`src/rtl/dma3_pkg.sv`:
```
package dma3_pkg;
  localparam int NUM_CH = 3;

  typedef enum logic [1:0] {ST_IDLE, ST_RD, ST_WR} dma_st_e;

  localparam logic [1:0] REG_CTRL = 2'd0;
  localparam logic [1:0] REG_SRC  = 2'd1;
  localparam logic [1:0] REG_DST  = 2'd2;
  localparam logic [1:0] REG_CNT  = 2'd3;
  localparam logic [1:0] CH_GLOBAL = 2'd3;

  localparam int CTL_EN      = 0;
  localparam int CTL_LVL     = 1;
  localparam int CTL_SINC    = 2;
  localparam int CTL_DINC    = 3;
  localparam int CTL_SEL_LSB = 8;
endpackage

```
`src/rtl/dma_trig.sv`:
```
module dma_trig #(
  parameter int NUM_EVT = 16,
  parameter int SEL_W   = 4
) (
  input  logic               clk_i,
  input  logic               rst_ni,
  input  logic [NUM_EVT-1:0] evt_i,
  input  logic [SEL_W-1:0]   sel_i,
  input  logic               en_i,
  input  logic               level_i,
  input  logic               cnt_nz_i,
  input  logic               hold_i,
  input  logic               gnt_i,
  output logic               req_o
);
  logic sig, prev_q, pend_q, rise;

  assign sig  = (int'(sel_i) < NUM_EVT) ? evt_i[sel_i] : 1'b0;
  assign rise = sig & ~prev_q;

  always_ff @(posedge clk_i or negedge rst_ni) begin
    if (!rst_ni) begin
      prev_q <= 1'b0;
      pend_q <= 1'b0;
    end else begin
      prev_q <= sig;
      if (!en_i || gnt_i) pend_q <= 1'b0;
      else if (rise && !hold_i && !level_i) pend_q <= 1'b1;
    end
  end

  assign req_o = en_i & cnt_nz_i & (level_i ? (sig & ~hold_i) : pend_q);

  // pending edge is kept until served; extra edges fold into it
  p_edge_kept_r3: assert property (@(posedge clk_i) disable iff (!rst_ni)
    (en_i && !level_i && pend_q && !gnt_i) |=> pend_q);

  // no edge is captured while the bus is reserved
  p_hold_no_capture_r8: assert property (@(posedge clk_i) disable iff (!rst_ni)
    (hold_i && !pend_q) |=> !pend_q);
endmodule

```
`src/rtl/dma_arb.sv`:
```
module dma_arb #(
  parameter int N = 3,
  localparam int IW = (N > 1) ? $clog2(N) : 1
) (
  input  logic          clk_i,
  input  logic          rst_ni,
  input  logic [N-1:0]  req_i,
  input  logic          rev_i,
  input  logic          start_i,
  output logic [N-1:0]  gnt_o,
  output logic [IW-1:0] idx_o
);
  always_comb begin
    gnt_o = '0;
    if (start_i) begin
      if (!rev_i) begin
        for (int i = 0; i < N; i++)
          if (req_i[i] && gnt_o == '0) gnt_o[i] = 1'b1;
      end else begin
        for (int i = N - 1; i >= 0; i--)
          if (req_i[i] && gnt_o == '0) gnt_o[i] = 1'b1;
      end
    end
  end

  always_comb begin
    idx_o = '0;
    for (int i = 0; i < N; i++)
      if (gnt_o[i]) idx_o = IW'(i);
  end

  p_onehot_r7: assert property (@(posedge clk_i) disable iff (!rst_ni)
    $onehot0(gnt_o));

  p_fixed_order_r7: assert property (@(posedge clk_i) disable iff (!rst_ni)
    (!rev_i && gnt_o[N-1]) |-> (req_i[N-2:0] == '0));

  p_rev_order_r7: assert property (@(posedge clk_i) disable iff (!rst_ni)
    (rev_i && gnt_o[0]) |-> (req_i[N-1:1] == '0));
endmodule

```
`src/rtl/dma_chan.sv`:
```
module dma_chan
  import dma3_pkg::*;
#(
  parameter int AW    = 16,
  parameter int SEL_W = 4
) (
  input  logic             clk_i,
  input  logic             rst_ni,
  input  logic             we_i,
  input  logic [1:0]       reg_i,
  input  logic [AW-1:0]    wdata_i,
  input  logic             step_i,
  output logic             en_o,
  output logic             level_o,
  output logic [SEL_W-1:0] sel_o,
  output logic [AW-1:0]    src_o,
  output logic [AW-1:0]    dst_o,
  output logic             cnt_nz_o,
  output logic             done_o
);
  logic [AW-1:0] cnt_q;
  logic          sinc_q, dinc_q;

  always_ff @(posedge clk_i or negedge rst_ni) begin
    if (!rst_ni) begin
      en_o    <= 1'b0;
      level_o <= 1'b0;
      sinc_q  <= 1'b0;
      dinc_q  <= 1'b0;
      sel_o   <= '0;
      src_o   <= '0;
      dst_o   <= '0;
      cnt_q   <= '0;
      done_o  <= 1'b0;
    end else if (we_i && !en_o) begin
      unique case (reg_i)
        REG_CTRL: begin
          en_o    <= wdata_i[CTL_EN];
          level_o <= wdata_i[CTL_LVL];
          sinc_q  <= wdata_i[CTL_SINC];
          dinc_q  <= wdata_i[CTL_DINC];
          sel_o   <= wdata_i[CTL_SEL_LSB +: SEL_W];
          done_o  <= 1'b0;
        end
        REG_SRC: src_o <= wdata_i;
        REG_DST: dst_o <= wdata_i;
        default: cnt_q <= wdata_i;
      endcase
    end else if (step_i) begin
      if (sinc_q) src_o <= src_o + 1'b1;
      if (dinc_q) dst_o <= dst_o + 1'b1;
      cnt_q <= cnt_q - 1'b1;
      if (cnt_q == AW'(1)) begin
        en_o   <= 1'b0;
        done_o <= 1'b1;
      end
    end
  end

  assign cnt_nz_o = (cnt_q != '0);

  p_cfg_locked_r11: assert property (@(posedge clk_i) disable iff (!rst_ni)
    (en_o && $past(en_o)) |-> ($stable(sel_o) && $stable(level_o)));

  p_done_disables_r10: assert property (@(posedge clk_i) disable iff (!rst_ni)
    $rose(done_o) |-> !en_o);

  p_step_live_r10: assert property (@(posedge clk_i) disable iff (!rst_ni)
    step_i |-> (en_o && cnt_q != '0));
endmodule

```
`src/rtl/dma3_ctrl.sv`:
```
module dma3_ctrl
  import dma3_pkg::*;
#(
  parameter int AW      = 16,
  parameter int DW      = 16,
  parameter int NUM_EVT = 16
) (
  input  logic               clk_i,
  input  logic               rst_ni,
  input  logic               cfg_we_i,
  input  logic [1:0]         cfg_ch_i,
  input  logic [1:0]         cfg_reg_i,
  input  logic [AW-1:0]      cfg_wdata_i,
  input  logic [NUM_EVT-1:0] evt_i,
  input  logic               bus_hold_i,
  output logic               bus_gnt_o,
  output logic               mem_req_o,
  output logic               mem_we_o,
  output logic [AW-1:0]      mem_addr_o,
  output logic [DW-1:0]      mem_wdata_o,
  input  logic [DW-1:0]      mem_rdata_i,
  output logic [NUM_CH-1:0]  done_o
);
  localparam int SEL_W = $clog2(NUM_EVT);
  localparam int CH_W  = $clog2(NUM_CH);

  dma_st_e           state_q;
  logic [CH_W-1:0]   cur_q, win_idx;
  logic              prio_rev_q;
  logic [NUM_CH-1:0] req, gnt, step, en, level, cnt_nz;
  logic [SEL_W-1:0]  sel_a [NUM_CH];
  logic [AW-1:0]     src_a [NUM_CH];
  logic [AW-1:0]     dst_a [NUM_CH];
  logic              start;

  assign start = (state_q == ST_IDLE) && !bus_hold_i;

  for (genvar g = 0; g < NUM_CH; g++) begin : g_ch
    assign step[g] = (state_q == ST_WR) && (cur_q == CH_W'(g));

    dma_chan #(.AW(AW), .SEL_W(SEL_W)) u_chan (
      .clk_i    (clk_i),
      .rst_ni   (rst_ni),
      .we_i     (cfg_we_i && cfg_ch_i == 2'(g)),
      .reg_i    (cfg_reg_i),
      .wdata_i  (cfg_wdata_i),
      .step_i   (step[g]),
      .en_o     (en[g]),
      .level_o  (level[g]),
      .sel_o    (sel_a[g]),
      .src_o    (src_a[g]),
      .dst_o    (dst_a[g]),
      .cnt_nz_o (cnt_nz[g]),
      .done_o   (done_o[g])
    );

    dma_trig #(.NUM_EVT(NUM_EVT), .SEL_W(SEL_W)) u_trig (
      .clk_i    (clk_i),
      .rst_ni   (rst_ni),
      .evt_i    (evt_i),
      .sel_i    (sel_a[g]),
      .en_i     (en[g]),
      .level_i  (level[g]),
      .cnt_nz_i (cnt_nz[g]),
      .hold_i   (bus_hold_i),
      .gnt_i    (gnt[g]),
      .req_o    (req[g])
    );
  end

  dma_arb #(.N(NUM_CH)) u_arb (
    .clk_i   (clk_i),
    .rst_ni  (rst_ni),
    .req_i   (req),
    .rev_i   (prio_rev_q),
    .start_i (start),
    .gnt_o   (gnt),
    .idx_o   (win_idx)
  );

  always_ff @(posedge clk_i or negedge rst_ni) begin
    if (!rst_ni) begin
      state_q    <= ST_IDLE;
      cur_q      <= '0;
      prio_rev_q <= 1'b0;
    end else begin
      if (cfg_we_i && cfg_ch_i == CH_GLOBAL && cfg_reg_i == REG_CTRL)
        prio_rev_q <= cfg_wdata_i[0];
      unique case (state_q)
        ST_IDLE: if (gnt != '0) begin
          state_q <= ST_RD;
          cur_q   <= win_idx;
        end
        ST_RD:   state_q <= ST_WR;
        default: state_q <= ST_IDLE;
      endcase
    end
  end

  assign bus_gnt_o   = (state_q == ST_IDLE);
  assign mem_req_o   = (state_q != ST_IDLE);
  assign mem_we_o    = (state_q == ST_WR);
  assign mem_addr_o  = (state_q == ST_RD) ? src_a[cur_q] : dst_a[cur_q];
  assign mem_wdata_o = mem_rdata_i;

  p_bus_excl_r9: assert property (@(posedge clk_i) disable iff (!rst_ni)
    mem_req_o |-> !bus_gnt_o);

  p_rd_then_wr_r5: assert property (@(posedge clk_i) disable iff (!rst_ni)
    (mem_req_o && !mem_we_o) |=> (mem_req_o && mem_we_o));

  p_wr_then_idle_r5: assert property (@(posedge clk_i) disable iff (!rst_ni)
    mem_we_o |=> bus_gnt_o);

  p_hold_no_start_r8: assert property (@(posedge clk_i) disable iff (!rst_ni)
    (bus_hold_i && bus_gnt_o) |=> bus_gnt_o);
endmodule

```
`config.mk`:
```
export PLATFORM = sky130hd
export DESIGN_NAME = dma3_ctrl
export DESIGN_NICKNAME = d
export VERILOG_FILES = /design/src/rtl/dma3_pkg.sv /design/src/rtl/dma_trig.sv /design/src/rtl/dma_arb.sv /design/src/rtl/dma_chan.sv /design/src/rtl/dma3_ctrl.sv
export SDC_FILE = /design/constraint.sdc
export NUM_CORES = 1
export LEC_CHECK = 0
export CAP_MARGIN = 20
export CORE_ASPECT_RATIO = 1.25
export CORE_MARGIN = 4
export CORE_UTILIZATION = 60
export CTS_CLUSTER_SIZE = 12
export DETAILED_ROUTE_END_ITERATION = 16
export DONT_BUFFER_PORTS = 1
export PLACE_DENSITY = 0.83
export SETUP_SLACK_MARGIN = 0.1
export SYNTH_ARGS = -nofsm -noshare
export SYNTH_HDL_FRONTEND = slang
export SYNTH_SLANG_ARGS = --single-unit
```
`constraint.sdc`:
```
create_clock -name clk_i -period 2.6 [get_ports clk_i]
set_input_delay 0.13 -clock clk_i [delete_from_list [all_inputs] [get_ports clk_i]]
set_output_delay 0.13 -clock clk_i [all_outputs]
set_load 0.1 [all_outputs]
```
==> impl_summary.log, run 1 <==
[metrics] status: complete, but fails checks
[metrics] violated checks: hold timing
[metrics] total detailed-routing wirelength: 37100 µm
[metrics] post-layout minimum cycle time: 2.42 ns
[metrics] critical path data required time: 2.47 ns
[metrics] count of non-filler cells in the finished layout: 1552
[metrics] Die Span Y: 163 µm
[metrics] share of the synthesized area in the top cell type: 39.4%
[metrics] endpoint of the lowest-slack register-to-register path: cur_q[0]
[metrics] worst clock skew on the final layout: 0.0107 ns
[metrics] GPL Wtd Cong: 0.953
[metrics] pin count of the biggest net entering global routing: 183
[metrics] First DRT Iteration DRCs: 1488
[metrics] Pre-antenna DRT Iters: 6
[metrics] kind of cell with the highest combined delay on the critical path: buffers and inverters
[metrics] crit path DAT: 2.29 ns
[metrics] growth of design area from synthesis to finish: 11.6%
[metrics] slew at the pin closest to its max-slew limit: 0.869 ns
[metrics] syn_area_per_cell: 8.73 µm²
[metrics] peak supply drop: 0.602 mV
[metrics] Met2 Wirelength: 17400 µm
[metrics] dpl hpwl: 24400 µm
[metrics] share of cells above drive strength 1: 13.4%
[metrics] Placed Instances: 1495
[metrics] cells along the critical path: buf_8, mux2_2, a221oi_1, a21oi_2, buf_12
[metrics] Critical path buffers and inverters: 2
[metrics] Critical Path Sink Type: primary output
[metrics] total routing usage reported by global routing: 34.2%
[metrics] leakage component of the power: 5.08 nW
[metrics] Max-Slew Margin vs Limit: 41.9%
[metrics] classification of the worst setup path: reg -> out
[metrics] final-stage net count: 1371
[metrics] Die Area: 0.0216 mm²
[metrics] part of the cycle the worst path needs: 93.0%
[metrics] primary flip-flop cell chosen by synthesis mapping: dfrtp_1
[metrics] startpoint types: register
[metrics] insertion delay to the later sink of the worst-skew pair: 0.45 ns
[metrics] number of different library cells in the post-synthesis netlist: 74
[metrics] final hold viol count: 182
[metrics] worst min path class: in -> async
[metrics] Net Count, Synth: 1391
[metrics] quantity of hold-fixing buffers added after cts: 20
[metrics] top routing layer in use: met5
[metrics] Routed met3 length: 3910 µm
[metrics] delay of the slowest cell on the worst path: 0.47 ns
[metrics] count of final max-slew check failures: 0
[metrics] Max Root-Sink Buffers: 2
[metrics] total negative slack for setup checks: 0 ns
[metrics] worst reg2reg setup slack: 0.21 ns
[metrics] final number of setup-violating endpoints: 0
[metrics] unrepaired setup endpoints after global routing: no
[metrics] initial core utilization: 61.3%
[metrics] R2R depth: 7
[metrics] most common cell after layout, fill and taps aside: dfrtp_1
[metrics] residual overflow from global routing: 0
[metrics] commonest non-fill, non-tap cells in the layout: 182 x dfrtp_1, 174 x a21oi_1, 125 x nor2_1, 99 x o21ai_0, 88 x nand2_1
[metrics] Std-Cell Core Area: 0.0188 mm²
[metrics] ys async rst share: 100%
[metrics] CTS tree: built
[metrics] CTS sink count: 182
[metrics] gate count after technology mapping: 1323
[metrics] number of max-capacitance violations reported: 0
[metrics] number of core rows: 56
[metrics] Clock transition at path regs: 0.08 ns
[metrics] DR WL/cell: 23.9 µm
[metrics] initial antenna violation count: 3
[metrics] hold_ws: -0.629 ns
[metrics] post-synthesis cell area: 0.0116 mm²
[metrics] origin of the critical flop-to-flop path: g_ch[0].u_chan.cnt_q[1]
[metrics] global-route wire length before repair: 58300 µm
[metrics] post-synthesis sequential area ratio: 39.4%
[metrics] number of gates on the worst path with buffers counted: 5
[metrics] top post-synthesis cells by area: dfrtp_1 39%, a21oi_1 8.2%, o21ai_0 4.3%
[metrics] drc violations: 0
[metrics] Pwr per Cell Area: 995 mW/mm²
[metrics] via-per-instance ratio: 7.24
[metrics] via count: 11200
[metrics] count of pins on the block boundary: 94
[metrics] number of warnings reported in the yosys synthesis log: 0
[metrics] cell at the root of the clock tree: clkbuf_16
[metrics] ANT nets after route: 0
[metrics] die outline width: 132 µm
[metrics] worst-path maximum fanout: 34
[metrics] Max Clock Freq: 414 MHz
[metrics] flops & latches, synth: 182
[metrics] number of buffers created by CTS: 17
[metrics] Post-synth EDFFs: 0
[metrics] H-tree lvl count: 4
[metrics] wire length the detailed router placed on met1: 13500 µm
[metrics] number of input and output port buffers inserted: 0
[metrics] number of buffers added for setup after CTS: 0
[metrics] crit path max-delay cell type: dfrtp_1
[metrics] vias in the first global route: 10500
[metrics] cell taking the most area after synthesis: dfrtp_1
repair_timing:
item	in CTS	in global routing
setup endpoints to repair	8	10
pin swaps	0	1
gates resized for setup	1	6
endpoints found under the hold margin	284	182
cell usage after synthesis (24+ instances only):
library cell    n
a21oi_1       190
dfrtp_1       182
nor2_1        125
o21ai_0       100
nand2_1        88
clkbuf_1       76
mux2_2         36
nand3_1        36
o22a_1         33
nand4_1        27
a31oi_1        26
nor3_1         24
worst max path at each step:
stage                                       start                     to  slack [ns]
after floorplan                          cur_q[1]          mem_addr_o[3]        0.22
after global placement    g_ch[0].u_chan.cnt_q[0]  g_ch[1].u_trig.pend_q        0.27
after detailed placement  g_ch[0].u_chan.cnt_q[0]               cur_q[1]        0.17
after CTS                 g_ch[0].u_chan.cnt_q[1]               cur_q[1]        0.11
after global routing      g_ch[0].u_chan.cnt_q[1]               cur_q[0]        0.11
final                                    cur_q[1]         mem_addr_o[14]        0.18
metal layers:
metal,global-route usage (%),vias to the layer above
li1,-,4995
met4,19.6,4
met2,54.5,663
met5,0,-
met1,43.1,5407
met3,8.01,172
state kept, by name, summed over array words and instances, names as in the netlist, 12 cells and up:
signal / cells
g_ch.u_chan.src_o: 48
g_ch.u_chan.dst_o: 48
g_ch.u_chan.cnt_q: 48
g_ch.u_chan.sel_o: 12
per-stage QoR:
| step | hold slack, ns | cell area (µm²) | util (%) | worst slack, ns | power (W) |
|---|---|---|---|---|---|
| CTS | -0.627 | 12900 | 68.3 | 0.106 | 0.0127 |
| floorplan | -0.166 | 11600 | - | 0.217 | 0.00843 |
| detailed placement | -0.159 | 12100 | 64.1 | 0.166 | 0.0100 |
| global route | -0.636 | 12900 | 68.4 | 0.109 | 0.0134 |
| global placement | -0.157 | 12100 | 64.1 | 0.265 | 0.00984 |
| finish | -0.629 | 12900 | 68.4 | 0.183 | 0.0128 |
power breakdown:
| group | switching, W | internal [W] | leakage (nW) | total, W |
|---|---|---|---|---|
| Sequential | 0.00105 | 0.00360 | 2.35 | 0.00465 |
| Clock | 0.00120 | 0.00142 | 0.265 | 0.00262 |
| Combinational | 0.00342 | 0.00214 | 2.46 | 0.00556 |
cell type report:
cell class	count	area (µm²)
sequential	182	4550
antenna	4	10.0
tap	232	290
clock buffer	18	429
fill	1432	5950
multi-input combinational	1008	6530
inverter	19	71.3
clock inverter	14	150
timing repair buffer	75	858
cells by family (layout without fill, tap and decap cells):
| kind of cell | count (synthesis) | in the layout | share of synthesized area, % |
|---|---|---|---|
| adder cells (fa/ha/maj) | 12 | 12 | 1.30 |
| flip-flops | 182 | 182 | 39.4 |
| multiplexers | 67 | 67 | 7.95 |
| other | 0 | 4 | 0 |
| AND/OR/NAND/NOR | 412 | 412 | 18.0 |
| buffers and inverters | 133 | 126 | 5.10 |
| AO/OA/AOI/OAI | 517 | 517 | 28.2 |
(Power assumes the default switching activity.)
==> inputs of run 2 (changes only) <==
--- a/config.mk
+++ b/config.mk
@@ -12,7 +12,9 @@
 export CTS_CLUSTER_SIZE = 12
 export DETAILED_ROUTE_END_ITERATION = 16
 export DONT_BUFFER_PORTS = 1
+export HOLD_SLACK_MARGIN = 0.15
 export PLACE_DENSITY = 0.83
+export REMOVE_ABC_BUFFERS = 1
 export SETUP_SLACK_MARGIN = 0.1
 export SYNTH_ARGS = -nofsm -noshare
 export SYNTH_HDL_FRONTEND = slang
==> impl_summary.log, run 2 (synthesis gave the netlist of run 1 again) <==
[metrics] Die Area: 0.0216 mm² (unchanged)
[metrics] Critical Path Sink Type: primary output (unchanged)
[metrics] number of input and output port buffers inserted: 0 (unchanged)
[metrics] Placed Area: 0.0120 mm² (was 0.0121 mm²)
[metrics] Worst Slack Setup Final: 0.171 ns (was 0.183 ns)
[metrics] final number of setup-violating endpoints: 0 (unchanged)
[metrics] GPL Wtd Cong: 0.985 (was 0.953)
[metrics] CTS tree: built (unchanged)
[metrics] total routing usage reported by global routing: 33.2% (was 34.2%)
[metrics] Pre-antenna DRT Iters: 6 (unchanged)
[metrics] largest registers in the final layout: g_ch.u_chan.cnt_q (48), g_ch.u_chan.dst_o (48), g_ch.u_chan.src_o (48) (unchanged)
[metrics] pin count of the biggest net entering global routing: 183 (unchanged)
[metrics] worst clock skew on the final layout: 0.00758 ns (was 0.0107 ns)
[metrics] die outline width: 132 µm (unchanged)
[metrics] residual overflow from global routing: 0 (unchanged)
[metrics] DR WL/cell: 23.3 µm (was 23.9 µm)
[metrics] count of pins on the block boundary: 94 (unchanged)
[metrics] violated checks: hold timing (unchanged)
[metrics] Max Clock Freq: 412 MHz (was 414 MHz)
[metrics] growth of design area from synthesis to finish: 12.2% (was 11.6%)
[metrics] Clock transition at path regs: 0.07 ns (was 0.08 ns)
[metrics] cell at the root of the clock tree: clkbuf_16 (unchanged)
[metrics] via count: 11300 (was 11200)
[metrics] initial antenna violation count: 3 (unchanged)
[metrics] Pwr per Cell Area: 990 mW/mm² (was 995 mW/mm²)
[metrics] total detailed-routing wirelength: 36200 µm (was 37100 µm)
[metrics] origin of the critical flop-to-flop path: g_ch[2].u_chan.cnt_q[6] (was g_ch[0].u_chan.cnt_q[1])
[metrics] final hold viol count: 182 (unchanged)
[metrics] initial core utilization: 61.3% (unchanged)
[metrics] worst reg2reg setup slack: 0.22 ns (was 0.21 ns)
[metrics] vias in the first global route: 10700 (was 10500)
[metrics] slew at the pin closest to its max-slew limit: 0.878 ns (was 0.869 ns)
[metrics] worst setup slack before clock tree synthesis: 0.179 ns (was 0.166 ns)
[metrics] drc violations: 0 (unchanged)
[metrics] final-stage net count: 1378 (was 1371)
[metrics] classification of the worst setup path: reg -> out (unchanged)
[metrics] Placed Instances: 1494 (was 1495)
[metrics] post-layout minimum cycle time: 2.43 ns (was 2.42 ns)
[metrics] count of final max-slew check failures: 0 (unchanged)
[metrics] worst setup path start: cur_q[1] (unchanged)
[metrics] count of non-filler cells in the finished layout: 1558 (was 1552)
[metrics] via-per-instance ratio: 7.25 (was 7.24)
[metrics] Switching Power: 0.00564 W (was 0.00567 W)
[metrics] startpoint types: register (unchanged)
[metrics] insertion delay to the later sink of the worst-skew pair: 0.44 ns (was 0.45 ns)
[metrics] unrepaired setup endpoints after global routing: no (unchanged)
[metrics] part of the power in registers: 36.2% (about the same)
[metrics] portion of total power attributed to combinational logic: 43.2% (was 43.3%)
[metrics] critical path data required time: 2.47 ns (about the same)
[metrics] Max-Slew Margin vs Limit: 41.3% (was 41.9%)
[metrics] total of fill cells in the finished design: 1380 (was 1432)
[metrics] crit path DAT: 2.30 ns (was 2.29 ns)
[metrics] leakage component of the power: 5.11 nW (was 5.08 nW)
[metrics] final design instance area without fill: 0.0130 mm² (was 0.0129 mm²)
[metrics] number of max-capacitance violations reported: 0 (unchanged)
[metrics] share of power burned in the clock network: 20.6% (was 20.4%)
[metrics] part of the cycle the worst path needs: 93.4% (was 93.0%)
[metrics] worst min path class: in -> async (unchanged)
[metrics] Internal Pwr Total: 0.00719 W (was 0.00716 W)
[metrics] dpl hpwl: 24300 µm (was 24400 µm)
[metrics] total power of the final layout: 0.0128 W (about the same)
[metrics] ANT nets after route: 0 (unchanged)
[metrics] First DRT Iteration DRCs: 1447 (was 1488)
[metrics] Switching Fraction: 44.0% (was 44.2%)
[metrics] hold_ws: -0.614 ns (was -0.629 ns)
[metrics] most common cell after layout, fill and taps aside: dfrtp_1 (unchanged)
[metrics] status: complete, but fails checks (unchanged)
[metrics] number of buffers created by CTS: 17 (unchanged)
[metrics] global-route wire length before repair: 56900 µm (was 58300 µm)
[metrics] H-tree lvl count: 4 (unchanged)
[metrics] CTS sink count: 182 (unchanged)
[metrics] R2R depth: 5 (was 7)
[metrics] Max Root-Sink Buffers: 2 (unchanged)
[metrics] share of cells above drive strength 1: 13.6% (was 13.4%)
[metrics] number of buffers added for setup after CTS: 0 (unchanged)
[metrics] Std-Cell Core Area: 0.0188 mm² (unchanged)
[metrics] Die Span Y: 163 µm (unchanged)
[metrics] number of core rows: 56 (unchanged)
[metrics] endpoint of the lowest-slack register-to-register path: cur_q[1] (was cur_q[0])
[metrics] worst-path maximum fanout: 22 (was 34)
[metrics] peak supply drop: 1.17 mV (was 0.602 mV)
[metrics] commonest non-fill, non-tap cells in the layout: 181 x dfrtp_1, 174 x a21oi_1, 124 x nor2_1, 99 x o21ai_0, 87 x nand2_1 (was 182 x dfrtp_1, 174 x a21oi_1, 125 x nor2_1, 99 x o21ai_0, 88 x nand2_1)
[metrics] Critical Path End: mem_addr_o[13] (was mem_addr_o[14])
[run 2: cell count changes in the layout (fill, tap and decap cells not counted), sizes merged]
cell / before / now
clkinvlp: 6 / 2
diode: 4 / 3
clkinv: 4 / 6
buf: 55 / 54
dlygate4sd3: 20 / 28
inv: 21 / 22
clkbuf: 18 / 19
[run 2: per-layer routing]
layer / global-route usage (%) / vias to the layer above / share of wire [%]
met5: 0 / - / 0.052
met4: 18.9 / 2 / 5.8
met3: 6.93 / 152 / 11
met2: 53.0 / 728 / 47
met1: 42.4 / 5409 / 36
li1: - / 5004 / -
[run 2: cell type report]
cell class,instances,area (µm²),area share [%]
Tap cell,232,290,2.24
Multi-Input combinational cell,1008,6540,50.5
Antenna cell,3,7.51,0.0579
Clock inverter,13,146,1.13
Sequential cell,182,4560,35.1
Timing Repair Buffer,82,906,6.99
Clock buffer,19,443,3.42
Inverter,19,71.3,0.550
[run 2: what timing repair did]
action	4_1_cts	5_1_grt
endpoints found under the setup margin	10	22
hold buffers	26	2
endpoints found under the hold margin	352	183
gates resized for setup	2	9
[run 2: through the flow]
step | TNS [ns] | hold WS, ns | utilization (%)
after floorplan | -256.45 | -0.166 | -
after global placement | 0 | -0.155 | 63.9
after detailed placement | 0 | -0.155 | 63.9
after CTS | 0 | -0.621 | 68.4
after global routing | 0 | -0.632 | 68.8
final | 0 | -0.614 | 68.8
[run 2: critical path, cell delays in order, from the launching register on]
cell and delay [ns]:
dfrtp_2 0.44, buf_6 0.25, buf_6 0.23, mux2i_1 0.32, nor2_1 0.12, a21oi_1 0.18
a21oi_2 0.10, buf_12 0.19
[run 2: power groups by stage]
stage	combinational, W	sequential (W)	clock (W)
floorplan	0.00367	0.00441	0
global placement	0.00521	0.00458	0
detailed placement	0.00533	0.00462	0
CTS	0.00546	0.00458	0.00266
global route	0.00589	0.00476	0.00278
finish	0.00554	0.00465	0.00264
[run 2: worst min-delay path by stage]
stage,slack [ns],end
global route,-0.63,g_ch[2].u_chan.cnt_q[9]
finish,-0.61,g_ch[2].u_chan.cnt_q[9]
global placement,-0.15,g_ch[2].u_chan.cnt_q[4]
CTS,-0.62,g_ch[2].u_chan.cnt_q[8]
detailed placement,-0.16,g_ch[2].u_chan.cnt_q[8]
floorplan,-0.17,cur_q[0]
